### config.mk
export PLATFORM = sky130hd
export DESIGN_NAME = mcl_cmd_dir
export DESIGN_NICKNAME = d
export VERILOG_FILES = /design/src/rtl/mcl_pkg.sv /design/src/rtl/mcl_edge_det.sv /design/src/rtl/mcl_field_latch.sv /design/src/rtl/mcl_dir_ctrl.sv /design/src/rtl/mcl_cmd_dir.sv
export SDC_FILE = /design/constraint.sdc
export NUM_CORES = 1
export LEC_CHECK = 0
export ABC_AREA = 1
export BUFFER_PORTS_ARGS = -buffer_cell sky130_fd_sc_hd__buf_2
export CAP_MARGIN = 10
export CELL_PAD_IN_SITES_DETAIL_PLACEMENT = 1
export CELL_PAD_IN_SITES_GLOBAL_PLACEMENT = 1
export CORE_AREA = 2 2 42 44
export CTS_BUF_LIST = sky130_fd_sc_hd__clkbuf_4 sky130_fd_sc_hd__clkbuf_8
export DETAILED_ROUTE_END_ITERATION = 8
export DIE_AREA = 0 0 44 46
export PLACE_DENSITY_LB_ADDON = 0.1
export SKIP_LAST_GASP = 1
export SYNTH_ARGS = -nofsm -noshare
export SYNTH_HDL_FRONTEND = slang
export SYNTH_SLANG_ARGS = --single-unit
### constraint.sdc
create_clock -name clk -period 0.8 [get_ports clk]
set_clock_uncertainty 0.05 [all_clocks]
set_input_delay 0.16 -clock clk [delete_from_list [all_inputs] [get_ports clk]]
set_output_delay 0.16 -clock clk [all_outputs]
set_load 0.01 [all_outputs]
### src/rtl/mcl_pkg.sv
package mcl_pkg;
  localparam int unsigned MCL_FIELD_W = 3;
  localparam int unsigned MCL_MODE_W  = 2;

  typedef enum logic {
    DIR_TO_BUS  = 1'b0,
    DIR_FROM_BUS = 1'b1
  } dir_e;

  function automatic logic mode_is_write(input logic [MCL_MODE_W-1:0] mode);
    return &mode;
  endfunction
endpackage

### src/rtl/mcl_edge_det.sv
module mcl_edge_det (
  input  logic clk,
  input  logic rst_n,
  input  logic lvl_in,
  output logic fall
);
  logic lvl_q;

  always_ff @(posedge clk or negedge rst_n) begin
    if (!rst_n) lvl_q <= 1'b0;
    else        lvl_q <= lvl_in;
  end

  assign fall = lvl_q & ~lvl_in;

  // two consecutive capture points are impossible
  a_r2_no_double_fall: assert property (@(posedge clk) disable iff (!rst_n)
    fall |=> !fall);
endmodule

### src/rtl/mcl_field_latch.sv
module mcl_field_latch #(
  parameter int unsigned FIELD_W = mcl_pkg::MCL_FIELD_W,
  parameter int unsigned MODE_W  = mcl_pkg::MCL_MODE_W,
  localparam int unsigned STRB_W = 1 << FIELD_W
) (
  input  logic               clk,
  input  logic               rst_n,
  input  logic               cap_edge,
  input  logic [FIELD_W-1:0] field_in,
  input  logic               dec_en_n,
  input  logic               dma_ack_n,
  input  logic               hold_ack_n,
  output logic [MODE_W-1:0]  mode_q,
  output logic [STRB_W-1:0]  strb
);
  logic              gate_open;
  logic              take;
  logic              fire;
  logic [STRB_W-1:0] strb_d;

  assign gate_open = dma_ack_n & hold_ack_n;
  assign take      = cap_edge & gate_open;
  assign fire      = take & ~dec_en_n;

  for (genvar k = 0; k < STRB_W; k++) begin : g_dec
    assign strb_d[k] = fire && (field_in == FIELD_W'(k));
  end

  always_ff @(posedge clk or negedge rst_n) begin
    if (!rst_n) begin
      strb   <= '0;
      mode_q <= '0;
    end else begin
      strb <= strb_d;
      if (take) mode_q <= field_in[FIELD_W-1 -: MODE_W];
    end
  end


  a_r7_onehot: assert property (@(posedge clk) disable iff (!rst_n)
    $onehot0(strb));
  a_r7_one_clk: assert property (@(posedge clk) disable iff (!rst_n)
    (strb != '0) |=> (strb == '0));

  a_r3_disabled_quiet: assert property (@(posedge clk) disable iff (!rst_n)
    (cap_edge && dec_en_n) |=> (strb == '0));
  a_r3_decode_index: assert property (@(posedge clk) disable iff (!rst_n)
    (cap_edge && gate_open && !dec_en_n) |=> (strb == (STRB_W'(1) << $past(field_in))));

  a_r4_blocked: assert property (@(posedge clk) disable iff (!rst_n)
    (cap_edge && !gate_open) |=> ($stable(mode_q) && strb == '0));
endmodule

### src/rtl/mcl_dir_ctrl.sv
module mcl_dir_ctrl #(
  parameter int unsigned MODE_W = mcl_pkg::MCL_MODE_W
) (
  input  logic              clk,
  input  logic              rst_n,
  input  logic [MODE_W-1:0] mode_q,
  input  logic              mem_sel,
  input  logic              dstrb_n,
  output logic              dir_n
);
  import mcl_pkg::*;

  logic hold_high;
  dir_e dir_q;

  assign hold_high = mem_sel & mode_is_write(mode_q);

  always_ff @(posedge clk or negedge rst_n) begin
    if (!rst_n)         dir_q <= DIR_FROM_BUS;
    else if (hold_high) dir_q <= DIR_FROM_BUS;
    else                dir_q <= dir_e'(dstrb_n);
  end

  assign dir_n = dir_q;


  a_r5_write_high: assert property (@(posedge clk) disable iff (!rst_n)
    (mem_sel && (&mode_q)) |=> dir_n);

  a_r6_follow: assert property (@(posedge clk) disable iff (!rst_n)
    !(mem_sel && (&mode_q)) |=> (dir_n == $past(dstrb_n)));
endmodule

### src/rtl/mcl_cmd_dir.sv
module mcl_cmd_dir #(
  parameter int unsigned FIELD_W = mcl_pkg::MCL_FIELD_W,
  localparam int unsigned MODE_W = mcl_pkg::MCL_MODE_W,
  localparam int unsigned STRB_W = 1 << FIELD_W
) (
  input  logic               clk,
  input  logic               rst_n,
  input  logic               cyc_clk,
  input  logic [FIELD_W-1:0] mc_field,
  input  logic               int_en_n,
  input  logic               dstrb_n,
  input  logic               mem_sel,
  input  logic               dma_ack_n,
  input  logic               hold_ack_n,
  output logic               dir_n,
  output logic [STRB_W-1:0]  ctl_strb
);
  logic              cap_edge;
  logic [MODE_W-1:0] mode_q;

  mcl_edge_det u_edge (
    .clk    (clk),
    .rst_n  (rst_n),
    .lvl_in (cyc_clk),
    .fall   (cap_edge)
  );

  mcl_field_latch #(.FIELD_W(FIELD_W), .MODE_W(MODE_W)) u_latch (
    .clk        (clk),
    .rst_n      (rst_n),
    .cap_edge   (cap_edge),
    .field_in   (mc_field),
    .dec_en_n   (int_en_n),
    .dma_ack_n  (dma_ack_n),
    .hold_ack_n (hold_ack_n),
    .mode_q     (mode_q),
    .strb       (ctl_strb)
  );

  mcl_dir_ctrl #(.MODE_W(MODE_W)) u_dir (
    .clk     (clk),
    .rst_n   (rst_n),
    .mode_q  (mode_q),
    .mem_sel (mem_sel),
    .dstrb_n (dstrb_n),
    .dir_n   (dir_n)
  );

  // nothing strobes in the first clock after reset release
  a_r1_quiet_start: assert property (@(posedge clk) disable iff (!rst_n)
    $rose(rst_n) |-> (ctl_strb == '0));
endmodule

### Word level (Yosys, flattened, before mapping)

Cells that the tools add are included.

* word-level logic and storage cells: 29
* flip-flop bits (word level): 12
* bits of input ports: 11

* equality and inequality tests: 7
* reduce and logical (&&, ||, !) cells: 10
* mux-type cells: 1
* bitwise logic cells: 7

Operator list (count)
* $eq 3x3->1 const B: 4
* $logic_and 1x1->1: 8
* $eq 3x2->1 const B: 2
* $and 1x1->1: 5
* $eq 3x1->1 const B: 1
* $logic_not 3->1: 1
* $not 1->1: 2
* $reduce_and 2->1: 1
* $mux 1: 1

### Logic depth before layout (Yosys ltp)

* depth in word-level cells: 5
* depth in mapped cells: 5
* depth with buffers taken out: 5

### Modules after synthesis

From an unflattened synthesis, not the netlist that was laid out.

* cell total of the unflattened synthesis: 41
* area total of the unflattened synthesis: 434.2 um^2

Modules (own cells, without submodules)
* mcl_field_latch: area each 360.3 um^2, cells each 34, times used 1, seq. area each 250.2 um^2
* mcl_dir_ctrl: area each 38.8 um^2, cells each 4, times used 1, seq. area each 26.3 um^2
* mcl_edge_det: area each 35.0 um^2, cells each 3, times used 1, seq. area each 25.0 um^2

### Least setup slack after synthesis

Ideal clock, no wire load.

* path type: register to register
* start point: reg u_edge.lvl_q
* end point: reg u_latch.mode_q[1]
* arrival: 0.598 ns
* stages on the path, launching flop included: 5
* library setup time: 0.118 ns
* data required time: 0.632 ns
* path slack: 0.033 ns
* path buffers: 0
* cells stage by stage: dfrtp_1 > nand2_1 > inv_2 > nand3_2 > nand2_1

* word-level cells in the longest chain between the ends: 2

RTL lines
* from (decl): RTL line mcl_edge_det.sv:7 `logic lvl_q;`
* from (signal assigned): RTL line mcl_edge_det.sv:11 `else lvl_q <= lvl_in;`
* $and 1x1->1: RTL line mcl_edge_det.sv:14 `assign fall = lvl_q & ~lvl_in;`
* $and 1x1->1: RTL line mcl_field_latch.sv:22 `assign take = cap_edge & gate_open;`
* to (signal assigned): RTL line mcl_field_latch.sv:35 `if (take) mode_q <= field_in[FIELD_W-1 -: MODE_W];`
* to (decl): RTL line mcl_field_latch.sv:13 `output logic [MODE_W-1:0] mode_q,`

Every way passes these cells.
A chain may end at the register's enable or synchronous reset.

### Worst setup path after layout

* start point: reg u_dir.dir_q, in the netlist u_dir.dir_n
* end point: out dir_n

RTL lines
* from (decl): RTL line mcl_dir_ctrl.sv:14 `dir_e dir_q;`
* from (signal assigned): RTL line mcl_dir_ctrl.sv:21 `else dir_q <= dir_e'(dstrb_n);`
* to (decl): RTL line mcl_cmd_dir.sv:15 `output logic dir_n,`

No word-level cell between the ends.

==> flow_summary.yaml <==
placement:
  hpwlAfterDp_um: 745
  postPlaceCellArea_um2: 558
  dpl.cell_count: 77
  pre_cts_ws_ns: -0.0237
  portBuffers: 19
  globalplace.congestion: 0.699
sta:
  hold_ws_ns: 0.0200
  slew_headroom: 0.812
  tightest_slew_ns: 0.283
  finalCriticalPeriod_ns: 1.11
  setup_tns_ns: -2.33
  rsz0062_at_grt: "true"
  fin_crit_sh: 1.38
  final.setup.worst_slack_ns: -0.307
  max_freq_mhz: 903
  final_max_slew_viol_count: 0
  finalSetupViolCount: 19
  finalHoldViolCount: 0
final_layout:
  stdcell_area_um2: 671
  layout.nets: 78
  final_cell_mix: "buf_2 (18), dfrtp_1 (11), inv_1 (5), nand3_1 (5), nor2_2 (5)"
  seqCellArea_um2: 302
  drive_gt1_frac: 0.576
  fin_util: 0.416
  multiInputGateArea_um2: 168
  fillers: 199
  area.growth.synth_to_final_pct: 51.8
  final_common_cell: "buf_2"
  antenna-diode-count: 0
  finalNonFillerCells: 83
clock_tree:
  cts_sinks: 12
  cts_tree: "yes"
  clk_pin_slew_worst_paths_ns: 0.08
  cts_max_level: 1
  cts_buffers: 3
  clk_latency_ns: 0.27
  cts_buffer_depth: 2
  cts_root_buffer: "clkbuf_4"
worst_setup_path:
  required_ns: 0.59
  r2r_slack_ns: -0.08
  worst-setup-path-type: "reg2out"
  r2r-start: "u_edge.lvl_q$_DFF_PN0_"
  crit_path_top_delay_cell: "dfstp_2"
  cp-start-kind: "flip-flop"
  r2r-end: "u_latch.strb[3]$_DFF_PN0_"
  r2r_cells: 4
  cp.depth: 1
  crit_arrival_ns: 0.90
  cp_cell_sequence: "buf_6"
  critPathLaunch: "u_dir.dir_n$_DFF_PN1_"
  crit_family: "flip-flops"
  cp.buffers_inverters: 1
  slowest_delay_ns: 0.53
  cp-end-kind: "output pin"
  crit_end: "dir_n"
  crit_path_max_fanout: 1
die:
  start_util: 0.274
  die_x_um: 44
  fp.coreArea_um2: 1610
  rows: 15
  die_h_um: 46
  io_pins: 20
  dieArea_um2: 2020
power:
  p_leak_nw: 0.348
  power.total_mw: 1.28
  p_per_area_nw_per_um2: 1900
  irDropWorstVdd_uv: 714
detailed_routing:
  drt_iter0_markers: 6
  ant_nets: 0
  firstDrtPassIters: 2
  routed_wl_um: 1020
  routed_via_density: 4.52
  num_vias: 375
  wl_per_cell_um: 12.3
  post-route-drc-count: 0
synth:
  yosys.area.top_type: "dfrtp_1"
  avgSynthCellArea_um2: 10.8
  synthCells: 41
  ys_seq_area_frac: 0.683
  syn_area_um2: 442
  ys_warn_count: 0
  syn_nets: 52
  synthTopCellsByArea: "dfrtp_1 (62%), nor2_1 (6.8%), dfstp_2 (5.9%)"
  yosysTopAreaCellShare: 0.623
  ys_ff_latch: 12
  ys_types: 10
grt:
  use_met3: 0.0397
  use_met1: 0.135
  grt_use_total: 0.124
  grt_max_degree: 13
  grtUsageMet2: 0.203
  grt_remaining_overflow: 0
  antenna_found_initial: 0
  grt_pass1_wl_um: 1690
  grt.busiest_layer: "met2"
  first_global_vias: 375
outcome:
  violations: "setup timing"
  status: "finished with violations"
hold_path:
  worstHoldPathType: "in2reg"
job:
  drv_cap: 0
-- layout make-up --
class / count / area share
Inverter: 6 / 0.0336
Sequential cell: 12 / 0.450
Timing Repair Buffer: 21 / 0.181
Clock buffer: 4 / 0.0541
Multi-Input combinational cell: 23 / 0.250
Tap cell: 17 / 0.0317
-- worst register-to-register path, delay by kind of cell, from the launching register on --
kind	cells	cell delay [ns]
buf+inv	1	0.12
flops	1	0.33
simple gates	3	0.31
-- cells in the mapped netlist, drive strengths merged --
| library cell | count |
|---|---|
| dfstp | 1 |
| nand2 | 6 |
| dfrtp | 11 |
| nor2 | 9 |
| nand3 | 7 |
| a31o | 1 |
| inv | 6 |
-- sequential cells by signal (all words and copies together), names as in the netlist --
register        count
u_latch.mode_q      2
u_dir.dir_n         1
u_edge.lvl_q        1
u_latch.strb        8
-- power by group --
group | switching (mW) | leakage [nW] | internal, mW
combinational | 0.0775 | 0.168 | 0.0566
clock | 0.213 | 0.0210 | 0.277
sequential | 0.0159 | 0.159 | 0.636
-- worst min path at each step --
| stage | startpoint | end | slack (ns) | depth (start not counted) |
|---|---|---|---|---|
| after floorplan | rst_n | u_edge.lvl_q$_DFF_PN0_ | -0.19 | 0 |
| after global placement | rst_n | u_latch.mode_q[1]$_DFFE_PN0P_ | 0.003 | 1 |
| after detailed placement | rst_n | u_latch.mode_q[0]$_DFFE_PN0P_ | 0.007 | 1 |
| after CTS | dstrb_n | u_dir.dir_n$_DFF_PN1_ | 0.02 | 2 |
| after global routing | dstrb_n | u_dir.dir_n$_DFF_PN1_ | 0.02 | 2 |
| final | dstrb_n | u_dir.dir_n$_DFF_PN1_ | 0.02 | 2 |
-- what timing repair did --
| action | CTS | global route |
|---|---|---|
| pin swaps | 2 | 5 |
| hold endpoints to repair | 13 | 0 |
| hold buffers | 2 | 0 |
| gates resized for setup | 11 | 4 |
| cloned | 0 | 0 |
| endpoints found under the setup margin | 18 | 19 |
| setup buffers | 0 | 0 |
-- routing by layer --
layer | part of all wire | vias to the layer above
met2 | 0.50 | 13
met5 | 0 | -
met3 | 0.082 | 2
met1 | 0.41 | 181
li1 | - | 179
met4 | 0.0098 | 0
-- logic make-up after synthesis --
group | count (synthesis) | synth area share
AND/OR/NAND/NOR | 22 | 0.246
flip-flops | 12 | 0.683
buffers and inverters | 6 | 0.0510
AO/OA/AOI/OAI | 1 | 0.0198
Note: power is estimated with default switching activity, not from simulation.
